### src/rtl/gpio_fsel_pkg.sv
package gpio_fsel_pkg;

   localparam int DATA_W  = 32;
   localparam int DEC_W   = 16;
   localparam int OFS_OWN = 0;
   localparam int OFS_DIR = 4;
   localparam int OFS_LVL = 8;

   typedef enum logic [1:0] {
      SEL_NONE = 2'd0,
      SEL_OWN  = 2'd1,
      SEL_DIR  = 2'd2,
      SEL_LVL  = 2'd3
   } reg_sel_e;

   function automatic reg_sel_e decode_ofs(input logic [DEC_W-1:0] ofs);
      reg_sel_e sel;
      case (ofs)
         DEC_W'(OFS_OWN): sel = SEL_OWN;
         DEC_W'(OFS_DIR): sel = SEL_DIR;
         DEC_W'(OFS_LVL): sel = SEL_LVL;
         default:         sel = SEL_NONE;
      endcase
      return sel;
   endfunction

endpackage

### src/rtl/gpio_fsel_sync.sv
module gpio_fsel_sync #(
   parameter int WIDTH  = 32,
   parameter int STAGES = 2
) (
   input  logic             clk,
   input  logic             rst_n,
   input  logic [WIDTH-1:0] async_in,
   output logic [WIDTH-1:0] sync_out
);

   generate
      if (STAGES < 2) begin : g_bad_stages
         $error("gpio_fsel_sync: STAGES must be at least 2");
      end
   endgenerate

   logic [WIDTH-1:0] stage_q [STAGES];

   always_ff @(posedge clk or negedge rst_n) begin
      if (!rst_n) begin
         for (int s = 0; s < STAGES; s++) stage_q[s] <= '0;
      end else begin
         stage_q[0] <= async_in;
         for (int s = 1; s < STAGES; s++) stage_q[s] <= stage_q[s-1];
      end
   end

   assign sync_out = stage_q[STAGES-1];

endmodule

### src/rtl/gpio_fsel_padmux.sv
module gpio_fsel_padmux #(
   parameter int NUM_PINS = 32
) (
   input  logic [NUM_PINS-1:0] own_q,
   input  logic [NUM_PINS-1:0] dir_q,
   input  logic [NUM_PINS-1:0] lvl_q,
   input  logic [NUM_PINS-1:0] pin_sync,
   input  logic [NUM_PINS-1:0] nat_oe,
   input  logic [NUM_PINS-1:0] nat_out,
   output logic [NUM_PINS-1:0] pad_oe,
   output logic [NUM_PINS-1:0] pad_out,
   output logic [NUM_PINS-1:0] lvl_view
);

   for (genvar p = 0; p < NUM_PINS; p++) begin : g_pin
      logic sw_drive;
      assign sw_drive    = own_q[p] & ~dir_q[p];
      assign pad_oe[p]   = own_q[p] ? ~dir_q[p] : nat_oe[p];
      assign pad_out[p]  = own_q[p] ? lvl_q[p]  : nat_out[p];
      assign lvl_view[p] = sw_drive ? lvl_q[p]  : pin_sync[p];
   end

endmodule

### src/rtl/gpio_fsel_regs.sv
module gpio_fsel_regs
   import gpio_fsel_pkg::*;
#(
   parameter int NUM_PINS = 32,
   parameter int ADDR_W   = 4
) (
   input  logic                clk,
   input  logic                rst_n,
   input  logic [ADDR_W-1:0]   addr,
   input  logic                we,
   input  logic [DATA_W-1:0]   wdata,
   input  logic [NUM_PINS-1:0] lvl_view,
   output logic [NUM_PINS-1:0] own_q,
   output logic [NUM_PINS-1:0] dir_q,
   output logic [NUM_PINS-1:0] lvl_q,
   output logic [DATA_W-1:0]   rdata
);

   localparam int PAD_W = DATA_W - NUM_PINS;

   reg_sel_e            sel;
   logic [NUM_PINS-1:0] wbits;
   logic [NUM_PINS-1:0] rbits;

   assign sel   = decode_ofs(DEC_W'(addr));
   assign wbits = wdata[NUM_PINS-1:0];

   always_ff @(posedge clk or negedge rst_n) begin
      if (!rst_n) begin
         own_q <= '0;
         dir_q <= '0;
         lvl_q <= '0;
      end else if (we) begin
         case (sel)
            SEL_OWN: own_q <= wbits;
            SEL_DIR: dir_q <= wbits;
            SEL_LVL: lvl_q <= wbits;
            default: ;
         endcase
      end
   end

   always_comb begin
      case (sel)
         SEL_OWN: rbits = own_q;
         SEL_DIR: rbits = dir_q;
         SEL_LVL: rbits = lvl_view;
         default: rbits = '0;
      endcase
   end

   generate
      if (PAD_W > 0) begin : g_pad
         assign rdata = {{PAD_W{1'b0}}, rbits};
      end else begin : g_full
         assign rdata = rbits;
      end
   endgenerate

endmodule

### src/rtl/gpio_fsel_bank.sv
module gpio_fsel_bank
   import gpio_fsel_pkg::*;
#(
   parameter int NUM_PINS    = 32,
   parameter int ADDR_W      = 4,
   parameter int SYNC_STAGES = 2
) (
   input  logic                clk,
   input  logic                rst_n,
   input  logic [ADDR_W-1:0]   bus_addr,
   input  logic                bus_we,
   input  logic [DATA_W-1:0]   bus_wdata,
   output logic [DATA_W-1:0]   bus_rdata,
   input  logic [NUM_PINS-1:0] pad_in,
   output logic [NUM_PINS-1:0] pad_oe,
   output logic [NUM_PINS-1:0] pad_out,
   input  logic [NUM_PINS-1:0] nat_oe,
   input  logic [NUM_PINS-1:0] nat_out
);

   generate
      if (NUM_PINS < 1 || NUM_PINS > DATA_W) begin : g_bad_pins
         $error("gpio_fsel_bank: NUM_PINS must be 1..32");
      end
      if (ADDR_W < 4 || ADDR_W > DEC_W) begin : g_bad_addr
         $error("gpio_fsel_bank: ADDR_W must be 4..16");
      end
   endgenerate

   logic [NUM_PINS-1:0] own_q;
   logic [NUM_PINS-1:0] dir_q;
   logic [NUM_PINS-1:0] lvl_q;
   logic [NUM_PINS-1:0] pin_sync;
   logic [NUM_PINS-1:0] lvl_view;

   gpio_fsel_sync #(
      .WIDTH  (NUM_PINS),
      .STAGES (SYNC_STAGES)
   ) u_sync (
      .clk      (clk),
      .rst_n    (rst_n),
      .async_in (pad_in),
      .sync_out (pin_sync)
   );

   gpio_fsel_padmux #(
      .NUM_PINS (NUM_PINS)
   ) u_mux (
      .own_q    (own_q),
      .dir_q    (dir_q),
      .lvl_q    (lvl_q),
      .pin_sync (pin_sync),
      .nat_oe   (nat_oe),
      .nat_out  (nat_out),
      .pad_oe   (pad_oe),
      .pad_out  (pad_out),
      .lvl_view (lvl_view)
   );

   gpio_fsel_regs #(
      .NUM_PINS (NUM_PINS),
      .ADDR_W   (ADDR_W)
   ) u_regs (
      .clk      (clk),
      .rst_n    (rst_n),
      .addr     (bus_addr),
      .we       (bus_we),
      .wdata    (bus_wdata),
      .lvl_view (lvl_view),
      .own_q    (own_q),
      .dir_q    (dir_q),
      .lvl_q    (lvl_q),
      .rdata    (bus_rdata)
   );

endmodule

### config.mk
export PLATFORM = sky130hd
export DESIGN_NAME = gpio_fsel_bank
export DESIGN_NICKNAME = d
export VERILOG_FILES = /design/src/rtl/gpio_fsel_pkg.sv /design/src/rtl/gpio_fsel_sync.sv /design/src/rtl/gpio_fsel_padmux.sv /design/src/rtl/gpio_fsel_regs.sv /design/src/rtl/gpio_fsel_bank.sv
export SDC_FILE = /design/constraint.sdc
export NUM_CORES = 1
export LEC_CHECK = 0
export BUFFER_PORTS_ARGS = -buffer_cell sky130_fd_sc_hd__clkbuf_2
export CAP_MARGIN = 5
export CORE_MARGIN = 1
export CORE_UTILIZATION = 54
export DETAILED_ROUTE_END_ITERATION = 7
export PLACE_DENSITY_LB_ADDON = 0.08
export SYNTH_ARGS = -nofsm -noshare
export SYNTH_HDL_FRONTEND = slang
export SYNTH_SLANG_ARGS = --single-unit
### constraint.sdc
create_clock -name clk -period 2.5 [get_ports clk]
set_input_delay 0.25 -clock clk [delete_from_list [all_inputs] [get_ports clk]]
set_output_delay 0.25 -clock clk [all_outputs]
set_load 0.05 [all_outputs]
==> flow_results.org <==
** Status
- Outcome :: complete, no violations

** Floorplan
- The initial utilization of the core area, before any placement, comes to 0.564.
- The die is 115 um wide.
- The region available for standard cell placement spans 12,200 sq um.
- Y dimension of the die :: between 100 and 150 um
- The die covers 13,200 sq um.
- I/O pin count :: 231
- Number of rows in the core area :: 40

** Hold path
- Tightest Hold Check Type :: input port to flop
- Worst hold path stage count :: 2

** Power
- Static Leak :: 4.63 nW
- Power, Total :: roughly 8.7 mW
- For this design the ratio of total power to cell area is 941 nW/um^2.
- Peak VDD IR :: between 0.6 and 0.7 mV

** STA
- For the pin with the worst max-slew slack, the measured transition is 658 ps.
- Final number of max-transition violations :: 0
- Sum of negative setup slack :: 0 ps
- Static timing analysis puts the maximum clock frequency at 486 MHz.
- Post-route setup slack :: 440 ps
- Setup violations remaining at the end of the flow were counted as 0.
- Setup repair after global routing missed its margin :: false
- Worst slew margin relative to its limit :: 0.561
- Across the routed clock network, the largest skew measured is 5.17 ps.
- Counting I/O delays and the setup requirement, the final critical path takes 2060 ps.
- The number of failing hold endpoints at the final stage was 0.
- Dividing the final minimum period by the clock period gives 0.824.

** Logic synthesis
- Sequential area share after synthesis :: 0.582
- The synthesized netlist occupies a cell area of 6890 sq um.
- Main area contributors after synthesis :: sky130_fd_sc_hd__dfrtp_1 58%, sky130_fd_sc_hd__mux2_2 19%, sky130_fd_sc_hd__mux2i_1 4.7%
- Dividing the synthesized area by the synthesized cell count gives approximately 14 sq um.
- In the synthesized netlist, the number of instances is 507.
- Counting every net in the synthesized netlist gives 642.
- After synthesis the netlist holds a flip-flop and latch count of 160.
- The share of synthesized area in the top cell type comes to 0.582.
- During synthesis, Yosys emitted a total of 0 warnings.
- After synthesis, the netlist uses 22 different library cells.
- The synthesized design spends more area on one cell type than any other, namely sky130_fd_sc_hd__dfrtp_1.

** Cells and area
- Count of inserted antenna diode cells :: 0
- Most frequent cells in the layout :: 229 x sky130_fd_sc_hd__clkbuf_2, 160 x sky130_fd_sc_hd__dfrtp_1, 118 x sky130_fd_sc_hd__mux2_2
- Most common cell after layout, fill and taps aside :: sky130_fd_sc_hd__clkbuf_2
- In the final design database the tool counted ~920 nets.
- Fraction of layout instances using a drive strength above 1 :: 0.491
- With fillers left out, the area of the finished cells amounts to 9230 sq um.
- The area growth from synthesis to layout is 34.0%.

** Worst setup path
- STA puts the critical path data required time at ~2300 ps.
- Largest fanout on the critical path :: 5
- The worst register-to-register path has a depth of 1.
- Critical path type :: flop to primary output
- Worst setup EP type :: primary output
- Worst Path Arrival :: 1810 ps
- Sort of element at the start of the critical path :: flop

** Clock tree
- TritonCTS built the clock tree.
- Setup fix buffers added after clock tree synthesis :: 0
- Number of sinks on the clock net :: 160
- Clock latency at the later pin of the worst-skew pair :: 420 ps
- Root Driver :: sky130_fd_sc_hd__clkbuf_16
- CTS Buf Count :: 17
- CTS built an H-tree with a depth of 4.
- No sink is reached through more buffers than the 2 on the longest clock path.
- After clock tree synthesis, the clock-pin slew on the worst setup and hold paths is 60 ps.

** Route
- The final layout contains routed wiring with a total length of around 16,000 um.
- The pre-antenna-repair detailed-routing pass consisted of 4 iterations.
- Number of vias after detailed routing :: 5,032
- In the final routed layout, each cell accounts on average for 16.8 um.
- Once detail routing completed, the nets flagged for antenna violations numbered 0.
- For this run, design rule violations remaining after detail routing come to 0.
- After the first detailed-routing iteration, the DRC count stood at 232.
- Post-DR vias/cell :: 5.24

** Global route
- Pin count of the biggest net entering global routing :: 64
- Wire length of the first global-routing pass :: 25,200 um
- In the global route stage, overall resource usage came out at 0.255.
- Residual overflow from global routing :: 0
- Number of global-route vias before repair :: 5,142
- The initial antenna violation count was 0.

** Placement
- The placed instances occupy a cell area of about 8300 sq um.
- Post-DP HPWL :: about 11,000 um
- Final estimated routing congestion in global placement :: just under 0.8
- Buffers placed on the I/O ports in this run total 230.
- Worst slack at placement :: 464 ps

** Job
- Count of maximum capacitance violations :: 0
## routing by layer
metal / global-route usage / vias to the layer above / share of wire
met5: 0 / - / 0
met4: 0.102 / 0 / 0.019
met3: 0.0617 / 26 / 0.054
met2: 0.435 / 183 / 0.51
met1: 0.312 / 2469 / 0.42
li1: - / 2354 / -
## per-stage QoR
step | utilization | hold WS, ps | instances
CTS | 0.756 | 61.4 | 960
floorplan | - | -45.6 | 507
finish | 0.756 | 74.3 | 960
global route | 0.756 | 71.9 | 960
global placement | 0.679 | 250 | 897
detailed placement | 0.679 | 268 | 897
## synth_stat cells
master                     count
sky130_fd_sc_hd__nor4b_2       1
sky130_fd_sc_hd__a22oi_1      32
sky130_fd_sc_hd__nand2_1       1
sky130_fd_sc_hd__nor2_2        1
sky130_fd_sc_hd__nor4_2        1
sky130_fd_sc_hd__buf_2        12
sky130_fd_sc_hd__mux2i_1      32
sky130_fd_sc_hd__nand4b_1      1
sky130_fd_sc_hd__nand2b_1      1
sky130_fd_sc_hd__mux2_1       10
sky130_fd_sc_hd__nor2b_1      31
sky130_fd_sc_hd__dfrtp_1     160
sky130_fd_sc_hd__and2b_1       1
sky130_fd_sc_hd__mux2_2      118
sky130_fd_sc_hd__a21o_1       31
sky130_fd_sc_hd__clkbuf_1      3
sky130_fd_sc_hd__o21ai_1      10
sky130_fd_sc_hd__nand3_1       2
sky130_fd_sc_hd__inv_1        32
sky130_fd_sc_hd__nor2_1        1
sky130_fd_sc_hd__o21ai_0      23
sky130_fd_sc_hd__buf_4         3
## cells by family after synthesis
kind of cell,Yosys count,synth area share
flip-flops,160,0.582
AND/OR/NAND/NOR,41,0.0389
buffers and inverters,50,0.0311
multiplexers,160,0.256
AO/OA/AOI/OAI,96,0.0927
## path summary, 6_finish.rpt
kind                               startpoint                  end  slack [ps]
hold reg to reg            u_sync.stage_q[45]  u_sync.sync_out[13]         350
setup / recovery             u_regs.own_q[23]        bus_rdata[23]         440
min in group asynchronous               rst_n  u_sync.sync_out[18]         390
max in group asynchronous               rst_n     u_regs.dir_q[31]        1340
hold / removal                  bus_wdata[11]     u_regs.dir_q[11]          70
setup reg to reg             u_regs.own_q[22]     u_regs.own_q[22]        1640
## flip-flops by register name, summed over array words and instances (netlist names)
name and flops:
u_regs.own_q 32, u_regs.lvl_q 32, u_sync.sync_out 32, u_regs.dir_q 32
u_sync.stage_q 32
## critical path, cell delays in order, from the launching register on
cell and delay [ps]:
sky130_fd_sc_hd__dfrtp_1 450, sky130_fd_sc_hd__nor2b_1 320, sky130_fd_sc_hd__mux2i_1 140, sky130_fd_sc_hd__o21ai_0 170
sky130_fd_sc_hd__clkbuf_2 310
## what timing repair did
action / in CTS / in global routing
hold endpoints to repair: 92 / 0
endpoints found under the setup margin: 0 / 0
hold buffers: 33 / 0
resized for setup: 0 / 0
## power breakdown
part	switching [mW]	total (mW)	internal [mW]
clock network	0.946	2.68	1.74
logic	1.66	2.60	0.947
registers	0.389	3.40	3.01
total	2.99	8.68	5.69
## area by class of cell
| type | count | area [sq um] |
|---|---|---|
| Sequential cell | 160 | 4000 |
| Fill cell | 842 | 2980 |
| Multi-Input combinational cell | 297 | 2700 |
| Timing Repair Buffer | 273 | 1590 |
| Clock buffer | 24 | 482 |
| Tap cell | 168 | 210 |
| Clock inverter | 6 | 130 |
| Inverter | 32 | 120 |
(Power assumes the default switching activity.)
